[src/rtl/xlt_pkg.sv]
package xlt_pkg;
  // Walker state encoding
  typedef enum logic [1:0] {
    ST_IDLE  = 2'd0,
    ST_FETCH = 2'd1,
    ST_WAIT  = 2'd2,
    ST_ISSUE = 2'd3
  } walk_st_e;
endpackage

[src/rtl/xlt_chunk_calc.sv]
module xlt_chunk_calc #(
  parameter int AW        = 32,
  parameter int LW        = 16,
  parameter int PAGE_BITS = 12,
  parameter int ENT_LOG2  = 3
) (
  input  logic          clk,
  input  logic          rst_n,
  input  logic          issue,
  input  logic [AW-1:0] cur_addr,
  input  logic [LW-1:0] remain,
  input  logic [AW-1:0] base,
  input  logic [AW-1:0] limit,
  input  logic [AW-1:0] frame,
  output logic [AW-1:0] entry_addr,
  output logic          in_range,
  output logic [LW-1:0] chunk,
  output logic [AW-1:0] phys_addr,
  output logic [AW-1:0] next_addr,
  output logic          last
);
  localparam int IW   = AW - PAGE_BITS;
  localparam int PAGE = 1 << PAGE_BITS;
  localparam int ENTB = 1 << ENT_LOG2;

  function automatic logic [IW-1:0] page_idx(input logic [AW-1:0] a);
    return a[AW-1:PAGE_BITS];
  endfunction

  function automatic logic [PAGE_BITS-1:0] page_off(input logic [AW-1:0] a);
    return a[PAGE_BITS-1:0];
  endfunction

  function automatic logic [AW-1:0] ent_addr(input logic [AW-1:0] b, input logic [IW-1:0] i);
    logic [AW-1:0] scaled;
    scaled = AW'({i, {ENT_LOG2{1'b0}}});
    return b + scaled;
  endfunction

  // entry i exists when 8*(i+1) <= limit, i.e. i < floor(limit/8)
  function automatic logic idx_ok(input logic [IW-1:0] i, input logic [AW-1:0] lim);
    logic [AW:0] top;
    top = (AW+1)'({i, {ENT_LOG2{1'b0}}}) + (AW+1)'(ENTB);
    return top <= {1'b0, lim};
  endfunction

  function automatic logic [LW-1:0] clip_len(input logic [PAGE_BITS-1:0] o, input logic [LW-1:0] r);
    logic [PAGE_BITS:0] room;
    room = (PAGE_BITS+1)'(PAGE) - {1'b0, o};
    return (r < LW'(room)) ? r : LW'(room);
  endfunction

  logic [IW-1:0]        idx;
  logic [PAGE_BITS-1:0] off;

  always_comb begin
    idx        = page_idx(cur_addr);
    off        = page_off(cur_addr);
    entry_addr = ent_addr(base, idx);
    in_range   = idx_ok(idx, limit);
    chunk      = clip_len(off, remain);
    phys_addr  = frame + AW'(off);
    next_addr  = cur_addr + AW'(chunk);
    last       = (remain == chunk);
  end

  // an issued chunk never runs past the end of its page
  page_cross_chk: assert property (@(posedge clk) disable iff (!rst_n)
    issue |-> ((AW+1)'(off) + (AW+1)'(chunk)) <= (AW+1)'(PAGE));
endmodule

[src/rtl/xlt_walk_fsm.sv]
module xlt_walk_fsm
  import xlt_pkg::*;
#(
  parameter int AW        = 32,
  parameter int LW        = 16,
  parameter int PAGE_BITS = 12
) (
  input  logic          clk,
  input  logic          rst_n,
  input  logic          cmd_valid,
  input  logic [AW-1:0] cmd_addr,
  input  logic [LW-1:0] cmd_len,
  input  logic          cmd_dir,
  input  logic          rd_valid,
  input  logic [AW-1:0] rd_frame,
  input  logic          in_range,
  input  logic [LW-1:0] chunk,
  input  logic [AW-1:0] next_addr,
  input  logic          last,
  output logic [AW-1:0] cur_addr,
  output logic [LW-1:0] remain,
  output logic [AW-1:0] frame,
  output logic          dir,
  output logic          rd_req,
  output logic          issue,
  output logic          busy,
  output logic          done,
  output logic          abort
);
  localparam int PAGE = 1 << PAGE_BITS;

  walk_st_e st;

  assign rd_req = (st == ST_FETCH) && in_range;
  assign issue  = (st == ST_ISSUE);
  assign busy   = (st != ST_IDLE);

  always_ff @(posedge clk) begin
    if (!rst_n) begin
      st       <= ST_IDLE;
      cur_addr <= '0;
      remain   <= '0;
      frame    <= '0;
      dir      <= 1'b0;
      done     <= 1'b0;
      abort    <= 1'b0;
    end else begin
      done  <= 1'b0;
      abort <= 1'b0;
      unique case (st)
        ST_IDLE: begin
          if (cmd_valid) begin
            if (cmd_len == '0) begin
              done <= 1'b1;
            end else begin
              cur_addr <= cmd_addr;
              remain   <= cmd_len;
              dir      <= cmd_dir;
              st       <= ST_FETCH;
            end
          end
        end
        ST_FETCH: begin
          if (in_range) begin
            st <= ST_WAIT;
          end else begin
            abort <= 1'b1;
            st    <= ST_IDLE;
          end
        end
        ST_WAIT: begin
          if (rd_valid) begin
            frame <= rd_frame;
            st    <= ST_ISSUE;
          end
        end
        ST_ISSUE: begin
          cur_addr <= next_addr;
          remain   <= remain - chunk;
          if (last) begin
            done <= 1'b1;
            st   <= ST_IDLE;
          end else begin
            st <= ST_FETCH;
          end
        end
        default: st <= ST_IDLE;
      endcase
    end
  end


  single_outstanding_chk: assert property (@(posedge clk) disable iff (!rst_n)
    rd_req |=> !rd_req);


  end_exclusive_chk: assert property (@(posedge clk) disable iff (!rst_n)
    !(done && abort));


  idle_on_end_chk: assert property (@(posedge clk) disable iff (!rst_n)
    (done || abort) |-> !busy);


  chunk_len_range_chk: assert property (@(posedge clk) disable iff (!rst_n)
    issue |-> (chunk != '0) && (chunk <= LW'(PAGE)));


  zero_len_done_chk: assert property (@(posedge clk) disable iff (!rst_n)
    (!busy && cmd_valid && cmd_len == '0) |=> (done && !busy));
endmodule

[src/rtl/dma_xlate_walker.sv]
module dma_xlate_walker #(
  parameter int AW        = 32,
  parameter int LW        = 16,
  parameter int PAGE_BITS = 12,
  parameter int ENT_LOG2  = 3
) (
  input  logic          clk,
  input  logic          rst_n,
  input  logic [AW-1:0] tbl_base,
  input  logic [AW-1:0] tbl_limit,
  input  logic          cmd_valid,
  input  logic [AW-1:0] cmd_addr,
  input  logic [LW-1:0] cmd_len,
  input  logic          cmd_dir,
  output logic          mem_rd_req,
  output logic [AW-1:0] mem_rd_addr,
  input  logic          mem_rd_data_valid,
  input  logic [AW-1:0] mem_rd_data,
  output logic          chunk_valid,
  output logic [AW-1:0] chunk_addr,
  output logic [LW-1:0] chunk_len,
  output logic          chunk_dir,
  output logic          busy,
  output logic          done,
  output logic          abort
);
  logic [AW-1:0] cur_addr, frame, entry_addr, phys_addr, next_addr;
  logic [LW-1:0] remain, chunk;
  logic          in_range, last, issue, dir, rd_req;

  xlt_walk_fsm #(.AW(AW), .LW(LW), .PAGE_BITS(PAGE_BITS)) fsm_i (
    .clk(clk), .rst_n(rst_n),
    .cmd_valid(cmd_valid), .cmd_addr(cmd_addr), .cmd_len(cmd_len), .cmd_dir(cmd_dir),
    .rd_valid(mem_rd_data_valid), .rd_frame(mem_rd_data),
    .in_range(in_range), .chunk(chunk), .next_addr(next_addr), .last(last),
    .cur_addr(cur_addr), .remain(remain), .frame(frame), .dir(dir),
    .rd_req(rd_req), .issue(issue), .busy(busy), .done(done), .abort(abort)
  );

  xlt_chunk_calc #(.AW(AW), .LW(LW), .PAGE_BITS(PAGE_BITS), .ENT_LOG2(ENT_LOG2)) calc_i (
    .clk(clk), .rst_n(rst_n), .issue(issue),
    .cur_addr(cur_addr), .remain(remain), .base(tbl_base), .limit(tbl_limit),
    .frame(frame), .entry_addr(entry_addr), .in_range(in_range), .chunk(chunk),
    .phys_addr(phys_addr), .next_addr(next_addr), .last(last)
  );

  assign mem_rd_req  = rd_req;
  assign mem_rd_addr = entry_addr;
  assign chunk_valid = issue;
  assign chunk_addr  = phys_addr;
  assign chunk_len   = chunk;
  assign chunk_dir   = dir;


  no_read_when_idle_chk: assert property (@(posedge clk) disable iff (!rst_n)
    !busy |-> (!mem_rd_req && !chunk_valid));
endmodule

[config.mk]
export PLATFORM = sky130hd
export DESIGN_NAME = dma_xlate_walker
export DESIGN_NICKNAME = d
export VERILOG_FILES = /design/src/rtl/xlt_pkg.sv /design/src/rtl/xlt_chunk_calc.sv /design/src/rtl/xlt_walk_fsm.sv /design/src/rtl/dma_xlate_walker.sv
export SDC_FILE = /design/constraint.sdc
export NUM_CORES = 1
export LEC_CHECK = 0
export BUFFER_PORTS_ARGS = -buffer_cell sky130_fd_sc_hd__buf_4
export CORE_ASPECT_RATIO = 1.25
export CORE_MARGIN = 1.5
export CORE_UTILIZATION = 59
export DETAILED_ROUTE_END_ITERATION = 8
export GPL_TIMING_DRIVEN = 0
export PLACE_DENSITY = 0.92
export SLEW_MARGIN = 0
export SYNTH_ARGS = -nofsm -noshare
export SYNTH_HDL_FRONTEND = slang
export SYNTH_SLANG_ARGS = --single-unit
[constraint.sdc]
create_clock -name clk -period 8.33 [get_ports clk]
set_input_delay 0.4165 -clock clk [delete_from_list [all_inputs] [get_ports clk]]
set_output_delay 0.4165 -clock clk [all_outputs]
set_load 0.01 [all_outputs]
==> out/results.md, run 1 <==
* outcome: finished, final reports clean
* final weighted congestion in routability-driven placement: 1.02
* unrepaired setup endpoints after global routing: no
* routed via count: 10440
* signal arrival time at the worst endpoint: 6.03 ns
* top post-synthesis cells by count: sky130_fd_sc_hd__nand2_1 (142), sky130_fd_sc_hd__a21oi_1 (115), sky130_fd_sc_hd__ha_1 (101)
* drt via density: 6.41
* WL met1: 11.4 mm
* predominant post-synthesis flop cell: sky130_fd_sc_hd__dfxtp_1
* Setup Fix Bufs, Post-CTS: 0
* share of the synthesized area in the top cell type: 18.7%
* number of buffers inserted by port buffering: 228
* library cell with the highest instance count after synthesis: sky130_fd_sc_hd__nand2_1
* Final Slew Violations: 0
* stage delay of the slowest cell on the critical path: 0.50 ns
* Worst setup startpoint: fsm_i.cur_addr[2]
* category of cells accounting for the largest share of critical-path delay: compound AO/OA/AOI/OAI gates
* starting density of the core: 60.5%
* Post-layout nets: 1696
* fmax: 0.174 GHz
* Die W: 114 µm
* leakage dissipation: 5.18 nW
* CTS tree: done
* flops & latches, synth: 85
* wirelength, routed: 31.1 mm
* total power divided by cell area: 281 nW/µm²
* antenna-violating nets left: 0
* area growth from synthesis to layout: 24.9%
* setup tns final: 0 ns
* number of enable-type register cells in the synthesized netlist: 0
* dpl cell area: 11000 µm²
* slew of the pin with the lowest slew margin: 1.06 ns
* global-route wire length before repair: 48.2 mm
* HPWL after detailed placement: 24.5 mm
* crit path kind: reg2reg
* root cell of the clock tree: sky130_fd_sc_hd__clkbuf_16
* number of buffers and inverters on the critical path: 3
* launching point of the worst reg2reg path: fsm_i.cur_addr[2]
* required time at the worst-slack endpoint: 8.60 ns
* buffer levels on the longest clock path: 2
* worst hold start: mem_rd_data[15]
* Std-Cell Core Area: 15000 µm²
* CP endpoint kind: flip-flop
* count of clock tree sinks: 85
* count of warnings emitted by yosys: 0
* number of antenna violations at the first check in global routing: 0
* final standard cell area without fillers: 11300 µm²
* ANT cells: 0
* Resized Gates After CTS: 0
* num rows: 50
* post-synth cell types: 80
* H-tree Lvls: 3
* max-capacitance violation count: 0
* via count of the first global-routing pass: 9983
* highest routed layer: met4
* overall global routing resource usage: 37.6%
* pre-CTS WS: 2.64 ns
* asr flop ratio synth: 0%
* total met2 wirelength after detailed routing: 14.5 mm
* sum of met3 wire segment lengths after detailed routing: 3.01 mm
* Vert. Die Dim: 142 µm
* cell type contributing the most total cell area after synthesis: sky130_fd_sc_hd__dfxtp_1
* initial detailed-routing violation count: 906
* worst slack on hold paths: 0.289 ns
* Max Fanout on Critical Path: 10
* largest net degree at the start of global routing: 19
* syn_area_per_cell: 7.59 µm²
* final routed DRC violation total: 0
* Fin Clk Skew: 0.00857 ns
* post-route fraction of the period consumed by the critical path: 69.1%
* top cells by area in the synthesized netlist: sky130_fd_sc_hd__dfxtp_1 (19%), sky130_fd_sc_hd__ha_1 (14%), sky130_fd_sc_hd__xnor2_1 (6.8%)
* largest vdd supply drop: 0.270 mV
* gr ovfl total: 0
* path class of the lowest-slack min-delay path: in2reg
* total power: 3.19 mW
* Hold Buf Count CTS: 0
* proportion of synthesized chip area in sequential cells: 18.7%
* slew margin rel.: 29.4%
* Pre-Repair DR Iteration Count: 6
* least setup slack across all paths after layout: 2.57 ns
* clock latency reported for the late side of the worst-skew pair: 0.36 ns
* post-route minimum period: 5.76 ns
* startpoint types: flip-flop
* Top Ports: 235
* number of hold violations in the final report: 0
* Gate Count Post-Synth: 1198
* die area: 16200 µm²
* area of the mapped netlist: 9090 µm²
* standard cell with the maximum stage delay on the critical path: sky130_fd_sc_hd__nor4_1
* number of failing setup endpoints in the final timing report: 0
* post-detailed-route wirelength per cell: 19.1 µm
* share of post-route cells with drive strength above 1: 21.0%
* clock buffer count from CTS: 9
* Worst-path clk slew: 0.08 ns
cells in the final DEF (no fill, tap or decap), types with 24 or more instances in the layout:
| cell type | synthesis | layout |
|---|---|---|
| sky130_fd_sc_hd__dfxtp_1 | 85 | 85 |
| sky130_fd_sc_hd__o21ai_0 | 53 | 53 |
| sky130_fd_sc_hd__a21oi_1 | 115 | 115 |
| sky130_fd_sc_hd__nor2_1 | 76 | 76 |
| sky130_fd_sc_hd__nand3_1 | 49 | 49 |
| sky130_fd_sc_hd__nor3_1 | 24 | 24 |
| sky130_fd_sc_hd__clkbuf_1 | 32 | 32 |
| sky130_fd_sc_hd__xor2_1 | 25 | 25 |
| sky130_fd_sc_hd__a21o_1 | 31 | 31 |
| sky130_fd_sc_hd__buf_4 | 9 | 237 |
| sky130_fd_sc_hd__inv_1 | 69 | 69 |
| sky130_fd_sc_hd__xnor2_1 | 71 | 71 |
| sky130_fd_sc_hd__nand2_1 | 142 | 142 |
| sky130_fd_sc_hd__mux2i_1 | 27 | 27 |
| sky130_fd_sc_hd__ha_1 | 101 | 101 |
path summary, 6_finish.rpt:
path | to | slack, ns | cells past startpoint
worst min register to register | fsm_i.frame[0] | 0.46 | 2
worst max register to register | fsm_i.cur_addr[27] | 2.57 | 25
worst max-delay path | fsm_i.cur_addr[27] | 2.57 | 25
worst min-delay path | fsm_i.frame[15] | 0.29 | 3
state kept, by name (all words and copies together), names as in the netlist, named ones only:
register	flops
fsm_i.dir	1
fsm_i.frame	32
fsm_i.abort	1
fsm_i.done	1
fsm_i.remain	16
fsm_i.st	1
fsm_i.cur_addr	32
final cells by class:
cell class	count	area, µm²
fill	1181	3660
tap	182	228
buffer	59	320
sequential	85	1700
inverter	69	259
multi-input combinational	990	6830
clock buffer	9	225
timing repair buffer	228	1710
clock inverter	7	77.6
through the flow:
stage | instances | util [%]
after floorplan | 1203 | -
after global placement | 1613 | 73.6
after detailed placement | 1613 | 73.6
after CTS | 1629 | 75.6
after global routing | 1629 | 75.6
final | 1629 | 75.6
tightest hold or removal path, cell delays in order:
cell and delay [ns]:
sky130_fd_sc_hd__buf_4 0.11, sky130_fd_sc_hd__nand2_1 0.04, sky130_fd_sc_hd__a21oi_1 0.05
per-layer routing:
layer,GRT usage [%],vias up
met2,65.3,673
li1,-,4833
met3,7.22,171
met1,42.1,4763
met5,0,-
met4,23.4,0
power breakdown:
part	switching, mW	leakage (nW)	total (mW)	internal [mW]
sequential	0.0996	0.695	0.568	0.468
combinational	1.25	4.34	2.20	0.944
clock	0.213	0.144	0.426	0.213
total	1.56	5.18	3.19	1.63
cell families after synthesis:
logic type | after synthesis | share of synthesized area, %
AND/OR/NAND/NOR | 403 | 21.3
multiplexers | 38 | 4.58
AO/OA/AOI/OAI | 342 | 25.0
buffers and inverters | 128 | 6.37
XOR/XNOR | 96 | 9.25
flip-flops | 85 | 18.7
adder cells (fa/ha/maj) | 105 | 14.8
other | 1 | 0.0413
Note: power is estimated with default switching activity, not from simulation.
==> run 2, diff against run 1 <==
--- a/config.mk
+++ b/config.mk
@@ -5,13 +5,14 @@
 export SDC_FILE = /design/constraint.sdc
 export NUM_CORES = 1
 export LEC_CHECK = 0
+export ABC_AREA = 1
 export BUFFER_PORTS_ARGS = -buffer_cell sky130_fd_sc_hd__buf_4
 export CORE_ASPECT_RATIO = 1.25
 export CORE_MARGIN = 1.5
-export CORE_UTILIZATION = 59
+export CORE_UTILIZATION = 51
 export DETAILED_ROUTE_END_ITERATION = 8
 export GPL_TIMING_DRIVEN = 0
-export PLACE_DENSITY = 0.92
+export PLACE_DENSITY = 0.83
 export SLEW_MARGIN = 0
 export SYNTH_ARGS = -nofsm -noshare
 export SYNTH_HDL_FRONTEND = slang
==> constraint.sdc (replaced) <==
create_clock -name clk -period 5 [get_ports clk]
set_input_delay 0.25 -clock clk [delete_from_list [all_inputs] [get_ports clk]]
set_output_delay 0.25 -clock clk [all_outputs]
set_load 0.01 [all_outputs]
==> run 2 against run 1 <==
Combinational power increased to 2.8 times the previous value. Maximum frequency rose by 23%. Hold slack worse by 0.15 ns. Setup slack got worse by 2.3 ns. Power rose to 2.5 times the previous value. Register-to-register slack lost 2.3 ns. Sequential power up 110%. Core utilization decreased by 11 points. Sequential share of layout area shrank 1.8 points. Critical path type unchanged. Largest power group unchanged.
==> out/results.md, run 2 <==
* outcome: finished, final reports clean
* ANT cells: 0
* Std-Cell Core Area: 20100 µm²
* launching point of the worst reg2reg path: fsm_i.cur_addr[1]
* fmax: 0.213 GHz
* Worst-path clk slew: 0.07 ns
* share of post-route cells with drive strength above 1: 18.8%
* Post-layout nets: 2234
* count of clock tree sinks: 85
* num rows: 58
* multi-input combinational cell area: 7670 µm²
* switch share: 56.1%
* global-route wire length before repair: 56.4 mm
* predominant post-synthesis flop cell: sky130_fd_sc_hd__dfxtp_1
* asr flop ratio synth: 0%
* Pre-Repair DR Iteration Count: 5
* number of antenna violations at the first check in global routing: 0
* commonest cells after routing, fill and taps aside: sky130_fd_sc_hd__nand2_1 (402), sky130_fd_sc_hd__buf_4 (244), sky130_fd_sc_hd__inv_1 (234)
* startpoint types: flip-flop
* Vert. Die Dim: 163 µm
* post-synth cell types: 54
* max-capacitance violation count: 0
* gr ovfl total: 0
* Die W: 131 µm
* switching power: 4.48 mW
* most frequent cell on the critical path: sky130_fd_sc_hd__nand2_1
* buffer levels on the longest clock path: 2
* post-detailed-route wirelength per cell: 16.4 µm
* wirelength, routed: 37.0 mm
* largest net degree at the start of global routing: 16
* crit path to: fsm_i.cur_addr[16]
* drt via density: 5.47
* least setup slack across all paths after layout: 0.304 ns
* number of enable-type register cells in the synthesized netlist: 0
* slew margin rel.: 45.2%
* area growth from synthesis to layout: 23.7%
* top post-synthesis cells by count: sky130_fd_sc_hd__nand2_1 (408), sky130_fd_sc_hd__inv_1 (235), sky130_fd_sc_hd__nor2_1 (186)
* clock latency reported for the late side of the worst-skew pair: 0.35 ns
* syn_area_per_cell: 6.05 µm²
* worst reg2reg path endpoint: fsm_i.cur_addr[16]
* total power divided by cell area: 617 nW/µm²
* CP endpoint kind: flip-flop
* area of the mapped netlist: 10500 µm²
* flops & latches, synth: 85
* power share of the clock group: 8.3%
* library cell with the highest instance count after synthesis: sky130_fd_sc_hd__nand2_1
* count of warnings emitted by yosys: 0
* top cells by area in the synthesized netlist: sky130_fd_sc_hd__dfxtp_1 (16%), sky130_fd_sc_hd__nand2_1 (15%), sky130_fd_sc_hd__ha_1 (12%)
* stage delay of the slowest cell on the critical path: 0.45 ns
* pre-CTS WS: 0.0582 ns
* CTS tree: done
* slew of the pin with the lowest slew margin: 0.822 ns
* path class of the lowest-slack min-delay path: in2reg
* Worst setup startpoint: fsm_i.cur_addr[1]
* largest vdd supply drop: 0.565 mV
* overall global routing resource usage: 34.0%
* minimum setup slack among reg-to-reg paths: 0.30 ns
* proportion of synthesized chip area in sequential cells: 16.3%
* clock buffer count from CTS: 9
* Max Fanout on Critical Path: 10
* dpl cell area: 12500 µm²
* Final Slew Violations: 0
* crit path kind: reg2reg
* required time at the worst-slack endpoint: 5.22 ns
* final weighted congestion in routability-driven placement: 1.02
* Core Util, Final: 64.3%
* Internal Dissipation: 3.51 mW
* cell type contributing the most total cell area after synthesis: sky130_fd_sc_hd__dfxtp_1
* post-route fraction of the period consumed by the critical path: 93.9%
* reg2reg path depth: 28
* placed instance count: 2231
* via count of the first global-routing pass: 11410
* standard cell with the maximum stage delay on the critical path: sky130_fd_sc_hd__fa_2
* Top Ports: 235
* die area: 21400 µm²
* share of the synthesized area in the top cell type: 16.3%
* number of buffers inserted by port buffering: 228
* H-tree Lvls: 3
* routed via count: 12324
* Gate Count Post-Synth: 1728
* FF/Latch Area: 1700 µm²
* leading cell type in the layout, fill and taps excluded: sky130_fd_sc_hd__nand2_1
* signal arrival time at the worst endpoint: 4.92 ns
* post-route minimum period: 4.70 ns
* root cell of the clock tree: sky130_fd_sc_hd__clkbuf_16
* starting density of the core: 52.0%
* biggest registers after layout: fsm_i.cur_addr: 32 flops, fsm_i.frame: 32 flops, fsm_i.remain: 16 flops
* post-route non-filler standard cell count: 2255
* leakage dissipation: 6.60 nW
* initial detailed-routing violation count: 870
* HPWL after detailed placement: 30.7 mm
* part of the total power dissipated in combinational logic: 76.6%
* antenna-violating nets left: 0
* final routed DRC violation total: 0
* final standard cell area without fillers: 12900 µm²
* number of hold violations in the final report: 0
* fill cell count: 1968
* sequential group share of total power: 15.1%
* number of failing setup endpoints in the final timing report: 0
* Fin Clk Skew: 0.0143 ns
[run 2: cell count changes after synthesis, moves of 40 or more]
cell | before | now
sky130_fd_sc_hd__nand3_1 | 49 | 121
sky130_fd_sc_hd__nor2_1 | 76 | 186
sky130_fd_sc_hd__xnor2_1 | 71 | 25
sky130_fd_sc_hd__inv_1 | 69 | 235
sky130_fd_sc_hd__nand2_1 | 142 | 408
sky130_fd_sc_hd__o21ai_0 | 53 | 93
[run 2: metrics by stage]
step	setup TNS, ns	hold slack, ns	power (mW)
2_1_floorplan	0	0.378	5.13
3_3_place_gp	0	0.461	6.95
3_5_place_dp	0	0.469	7.03
4_1_cts	0	0.136	7.72
5_1_grt	-0.0222	0.146	8.64
6_report	0	0.143	7.98
[run 2: power groups by stage]
stage / Combinational (mW) / Sequential (mW) / Clock, mW
6_report: 6.11 / 1.20 / 0.666
5_1_grt: 6.73 / 1.22 / 0.689
4_1_cts: 5.87 / 1.19 / 0.664
3_5_place_dp: 5.83 / 1.20 / 0
3_3_place_gp: 5.76 / 1.20 / 0
2_1_floorplan: 4.07 / 1.06 / 0
[run 2: layout make-up]
class                   instances  share of cell area (%)
multi-input cells            1353                    59.3
repair buffers                236                    13.7
flip-flops and latches         85                    13.2
inverters                     250                    7.26
well taps                     270                    2.61
plain buffers                  45                    1.82
clock buffers                  10                    1.77
clock inverters                 6                   0.358
[run 2: per-layer routing]
| layer | share of wire [%] | GRT usage [%] |
|---|---|---|
| met2 | 48 | 59.0 |
| met1 | 40 | 39.7 |
| met3 | 6.1 | 4.23 |
| met4 | 5.8 | 19.4 |
| met5 | 0 | 0 |
[run 2: kinds of logic after synthesis]
family          Yosys count  share of synthesized area, %
simple gates            850                          36.1
other cells               1                        0.0359
compound gates          305                          16.2
xor+xnor                 87                          7.29
fa+ha+maj               105                          12.8
buf+inv                 295                          11.2
flops                    85                          16.3
[run 2: worst min path at each step]
| stage | from | end | slack, ns | depth (start not counted) |
|---|---|---|---|---|
| after CTS | cmd_dir | fsm_i.dir | 0.14 | 3 |
| after global placement | fsm_i.frame[31] | fsm_i.frame[31] | 0.46 | 2 |
| after floorplan | cmd_dir | fsm_i.dir | 0.38 | 2 |
| after detailed placement | fsm_i.frame[31] | fsm_i.frame[31] | 0.47 | 2 |
| after global routing | mem_rd_data[2] | fsm_i.frame[2] | 0.15 | 3 |
| final | cmd_dir | fsm_i.dir | 0.14 | 3 |
[run 2: critical path: cells and delay by family, from the launching register on]
| kind | cells | cell delay [ns] |
|---|---|---|
| compound gates | 6 | 0.80 |
| xor+xnor | 1 | 0.20 |
| flops | 1 | 0.36 |
| simple gates | 15 | 1.72 |
| buf+inv | 2 | 0.32 |
| fa+ha+maj | 4 | 1.15 |
[run 2: what timing repair did]
item	4_1_cts	5_1_grt
setup endpoints to repair	0	39
buffers inserted	0	8
hold buffers	0	0
resized for setup	0	21
endpoints found under the hold margin	0	0
